## src/rtl/lbus_dma_pkg.sv

```systemverilog
package lbus_dma_pkg;
    typedef enum logic [1:0] {
        BUS_IDLE  = 2'd0,
        BUS_XFER  = 2'd1,
        BUS_DRAIN = 2'd2
    } bus_state_e;
endpackage

```

## src/rtl/lbus_frame_tally.sv

```systemverilog
module lbus_frame_tally #(
    parameter int FRAME_W         = 4,
    parameter int WORDS_PER_FRAME = 4
) (
    input  logic               clk,
    input  logic               rst_n,
    input  logic               frame_in,
    input  logic               beat,
    input  logic               idle,
    input  logic               hold_req,
    input  logic [FRAME_W-1:0] thresh,
    output logic               irq
);
    localparam int WW = (WORDS_PER_FRAME > 1) ? $clog2(WORDS_PER_FRAME) : 1;
    localparam logic [WW-1:0]      LAST_WORD = WW'(WORDS_PER_FRAME - 1);
    localparam logic [FRAME_W-1:0] MAX_FR    = '1;

    typedef struct packed {
        logic [FRAME_W-1:0] frames;
        logic [WW-1:0]      words;
        logic               irq;
    } tally_t;

    tally_t tl_d, tl_q;
    logic   frame_end;

    always_comb begin
        tl_d      = tl_q;
        frame_end = beat && (tl_q.words == LAST_WORD);
        if (beat) begin
            tl_d.words = frame_end ? '0 : tl_q.words + 1'b1;
        end
        case ({frame_in, frame_end})
            2'b10:   if (tl_q.frames != MAX_FR) tl_d.frames = tl_q.frames + 1'b1;
            2'b01:   if (tl_q.frames != '0)     tl_d.frames = tl_q.frames - 1'b1;
            default: tl_d.frames = tl_q.frames;
        endcase
        tl_d.irq = idle && !hold_req && (thresh != '0) && (tl_q.frames >= thresh);
    end

    always_ff @(posedge clk or negedge rst_n) begin
        if (!rst_n) tl_q <= '0;
        else        tl_q <= tl_d;
    end

    assign irq = tl_q.irq;
endmodule

```

## src/rtl/lbus_bus_fsm.sv

```systemverilog
module lbus_bus_fsm
    import lbus_dma_pkg::*;
(
    input  logic clk,
    input  logic rst_n,
    input  logic hold_req,
    input  logic last_beat,
    input  logic fifo_empty,
    output logic hold_ack,
    output logic ready,
    output logic idle
);
    typedef struct packed {
        bus_state_e st;
    } fsm_t;

    fsm_t fs_d, fs_q;

    always_comb begin
        fs_d  = fs_q;
        ready = (fs_q.st == BUS_XFER) && !fifo_empty;
        case (fs_q.st)
            BUS_IDLE:  if (hold_req) fs_d.st = BUS_XFER;
            BUS_XFER: begin
                if (!hold_req)               fs_d.st = BUS_IDLE;
                else if (last_beat && ready) fs_d.st = BUS_DRAIN;
            end
            BUS_DRAIN: if (!hold_req) fs_d.st = BUS_IDLE;
            default:   fs_d.st = BUS_IDLE;
        endcase
    end

    always_ff @(posedge clk or negedge rst_n) begin
        if (!rst_n) fs_q <= '{st: BUS_IDLE};
        else        fs_q <= fs_d;
    end

    assign hold_ack = (fs_q.st != BUS_IDLE);
    assign idle     = (fs_q.st == BUS_IDLE);
endmodule

```

## src/rtl/lbus_dma_resp.sv

```systemverilog
module lbus_dma_resp #(
    parameter int DATA_W          = 32,
    parameter int FRAME_W         = 4,
    parameter int WORDS_PER_FRAME = 4
) (
    input  logic               clk,
    input  logic               rst_n,
    input  logic               frame_done,
    input  logic [FRAME_W-1:0] thresh_frames,
    output logic               irq,
    input  logic               bus_hold,
    output logic               hold_ack,
    input  logic               last_beat,
    output logic               ready,
    input  logic               fifo_empty,
    output logic               fifo_rd,
    input  logic [DATA_W-1:0]  fifo_data,
    output logic [DATA_W-1:0]  ld
);
    logic idle_w;
    logic ready_w;

    lbus_bus_fsm u_fsm (
        .clk        (clk),
        .rst_n      (rst_n),
        .hold_req   (bus_hold),
        .last_beat  (last_beat),
        .fifo_empty (fifo_empty),
        .hold_ack   (hold_ack),
        .ready      (ready_w),
        .idle       (idle_w)
    );

    lbus_frame_tally #(
        .FRAME_W         (FRAME_W),
        .WORDS_PER_FRAME (WORDS_PER_FRAME)
    ) u_tally (
        .clk      (clk),
        .rst_n    (rst_n),
        .frame_in (frame_done),
        .beat     (ready_w),
        .idle     (idle_w),
        .hold_req (bus_hold),
        .thresh   (thresh_frames),
        .irq      (irq)
    );

    assign ready   = ready_w;
    assign fifo_rd = ready_w;
    assign ld      = ready_w ? fifo_data : '0;
endmodule

```

## config.mk

```make
export PLATFORM = sky130hd
export DESIGN_NAME = lbus_dma_resp
export DESIGN_NICKNAME = d
export VERILOG_FILES = /design/src/rtl/lbus_dma_pkg.sv /design/src/rtl/lbus_frame_tally.sv /design/src/rtl/lbus_bus_fsm.sv /design/src/rtl/lbus_dma_resp.sv
export SDC_FILE = /design/constraint.sdc
export NUM_CORES = 1
export LEC_CHECK = 0
export ABC_AREA = 1
export BUFFER_PORTS_ARGS = -buffer_cell sky130_fd_sc_hd__buf_2
export CAP_MARGIN = 0
export CORE_ASPECT_RATIO = 0.75
export CORE_MARGIN = 4
export CORE_UTILIZATION = 32
export DETAILED_ROUTE_END_ITERATION = 10
export GPL_TIMING_DRIVEN = 1
export MAX_ROUTING_LAYER = met4
export PLACE_DENSITY = 0.68
export SYNTH_ARGS = -nofsm -noshare
export SYNTH_HDL_FRONTEND = slang
export SYNTH_SLANG_ARGS = --single-unit
```

## constraint.sdc

```tcl
create_clock -name clk -period 4.4 [get_ports clk]
set_input_delay 1.32 -clock clk [delete_from_list [all_inputs] [get_ports clk]]
set_output_delay 1.32 -clock clk [all_outputs]
set_load 0.02 [all_outputs]
```

==> metrics.cfg <==
[power]
power_density_nw_per_um2 = 335.6
leakage_uw = 0.001015
p_int_uw = 270.4
clkPwrFrac = 0.198
comb_power_share = 0.478
power.total_uw = 471.6
vdd_ir_drop_max_mv = 0.2195
p_sw_frac = 0.4266
p_sw_uw = 201.2
pwr-share-seq = 0.324

[synth]
synth_seq_area_share = 0.2368
netlist_instances = 157
synth-seq-cells = 9
yosysTopAreaCell = dfrtp_1
synthTopCellsByArea = dfrtp_1 (24%), inv_1 (19%), nor2_1 (14%)
syn_avg_cell_area_um2 = 6.057
ys_types = 24
ys.warnings.count = 0
syn_nets = 208
synth_top_area_frac = 0.2368
synth_area_um2 = 950.9

[cts]
holdBufCountCts = 0
h-tree-depth = 1
clk_latency_ns = 0.23
clk_pin_slew_worst_paths_ns = 0.04
cts_max_path_buffers = 2
cts_tree = done
cts_sinks = 9
cts_made_buffers = 3
cts_setup_buffers = 0
cts_resized = 0
root_buffer = clkbuf_8

[placed_design]
dp_hpwl_mm = 2.049
dp_slack_ns = 0.6789
numPortBuffers = 77
gp_congestion = 0.8739
dp.cells = 266

[setup_path]
slowest_stage = nand3_2
rr_endpoint = u_tally.tl_q[5]
cp_slowest_stage_delay_ns = 0.45
cp.arrival_ns = 2.39
path_common_cell = buf_2
worstPathCellList = buf_2 > inv_1 > nand3_2 > inv_2 > buf_2
cp-start-kind = input pin
rrSetupSlack_ns = 1.93
cp.required_ns = 3.08
cp-end-kind = output port
crit_fanout = 34
regToRegStartpoint = u_fsm.fs_q[1]
path_class = input pin to output port
r2r_cells = 13

[route]
dr_total_vias = 1043
wl_per_cell_um = 8.889
avgViaCountPerCell = 3.863
post-route-drc-count = 0
routed_wl_mm = 2.400
antenna_left = 0
first_pass_iters = 4
drt_iter0_markers = 73

[global_route]
track_usage = 0.1249
overflow = 0
grt_pass1_vias = 900
grt_pass1_wl_mm = 3.946
grt_max_degree = 35
antenna_found_initial = 0

[sta]
worst_pin_slew_ns = 0.5818
period_needed_ns = 3.709
finalHoldViolations = 0
skew_ns = 0.001033
holdWs_ns = 0.4950
fmax_mhz = 269.6
max-slew-margin-rel = 0.6117
slew_violations = 0
setup_ws_ns = 0.6914
post-route-period-util = 0.8429
final.setup.tns_ns = 0
rsz0062_at_grt = no
setup_viol = 0

[die]
core_um2 = 2723
dieWidth_um = 70.95
fp-row-count = 16
io_pins = 78
fp.dieH_um = 55.21
dieArea_um2 = 3917
initial_core_util = 0.3493

[worst_hold_path]
hold_depth = 2
whs_endpoint = u_tally.tl_q[2]
min_path_type = register to register
min_from = u_tally.tl_q[2]

[layout]
drive_gt1_frac = 0.3889
diodes = 0
multiInputGateArea_um2 = 506.7
fin_nets = 286
seq_area_um2 = 225.2
area_growth_pct = 47.76
fin_cells = 270
fillers = 302

[flow_run]
max-cap-violations = 0

[run_status]
status = finished, final reports clean

-- synthesized netlist by cell type, drive strengths merged --
cell type	instances
xnor2	1
ha	9
inv	50
clkinv	1
dfrtp	9
nand4	1
buf	4
nor3	1
nand3	11
o21bai	2
nand2	21
a21oi	3
nor2	37
xor2	2
or2	1
o21ai	4
-- stage by stage --
stage / util / instance area (µm²)
global route: 0.5161 / 1405
global placement: 0.4991 / 1359
detailed placement: 0.4991 / 1359
floorplan: - / 950.9
CTS: 0.5161 / 1405
finish: 0.5161 / 1405
-- worst max-delay path by stage --
stage,start,end,slack [ns],cells past startpoint
after detailed placement,fifo_empty,ready,0.68,5
final,fifo_empty,ready,0.69,5
after global routing,fifo_empty,ld[16],0.49,5
after CTS,fifo_empty,ready,0.68,5
after global placement,fifo_empty,ready,0.67,5
after floorplan,fifo_empty,ld[10],1.11,4
-- cells in the final DEF (no fill, tap or decap), types with 2 or more instances in the layout --
| master | Yosys | layout |
|---|---|---|
| a21oi_1 | 3 | 3 |
| o21ai_1 | 2 | 2 |
| nand3_1 | 10 | 10 |
| nand2_1 | 21 | 21 |
| nor2_1 | 35 | 35 |
| inv_1 | 47 | 47 |
| clkbuf_8 | 0 | 3 |
| buf_2 | 3 | 77 |
| ha_1 | 9 | 9 |
| inv_2 | 3 | 3 |
| dfrtp_1 | 9 | 9 |
| xor2_1 | 2 | 2 |
-- metal layers --
metal / wire, µm / track usage / share of wire / up-vias
li1: - / - / - / 606
met1: 1084 / 0.1527 / 0.45 / 395
met2: 1036 / 0.1982 / 0.43 / 42
met3: 279 / 0.05254 / 0.12 / 0
met4: 0 / 0.01609 / 0 / 0
met5: 0 / - / 0 / -
-- power by group through the flow --
stage / registers [µW] / clock network [µW] / logic (µW)
after floorplan: 143 / 0 / 169
after global placement: 153 / 0 / 225
after detailed placement: 152 / 0 / 230
after CTS: 152 / 97.5 / 229
after global routing: 157 / 104 / 258
final: 153 / 93.5 / 225
-- layout make-up --
| cell class | instances | share of cell area |
|---|---|---|
| Clock inverter | 1 | 0.003562 |
| Inverter | 51 | 0.1398 |
| Sequential cell | 9 | 0.1603 |
| Tap cell | 36 | 0.03206 |
| Multi-Input combinational cell | 93 | 0.3606 |
| Timing Repair Buffer | 77 | 0.2743 |
| Clock buffer | 3 | 0.02939 |
-- cell families after synthesis --
family                     after synthesis  share of synthesized area
AOI/OAI and AO/OA                        9                    0.06052
xor gates and xnor gates                 3                    0.02764
adders and majority gates                9                     0.1184
buffers and inverters                   55                     0.2303
DFF                                      9                     0.2368
and+or+nand+nor                         72                     0.3263
-- critical path: cells and delay by family --
kind / cells / cell delay [ns]
buffers and inverters: 4 / 0.61
AND/OR/NAND/NOR: 1 / 0.45
-- sequential cells by signal, indices dropped and copies added, names as in the netlist --
register      count
u_tally.tl_q      6
u_fsm.fs_q        2
u_tally.irq       1
No activity file was read; power rests on OpenSTA's default activity.
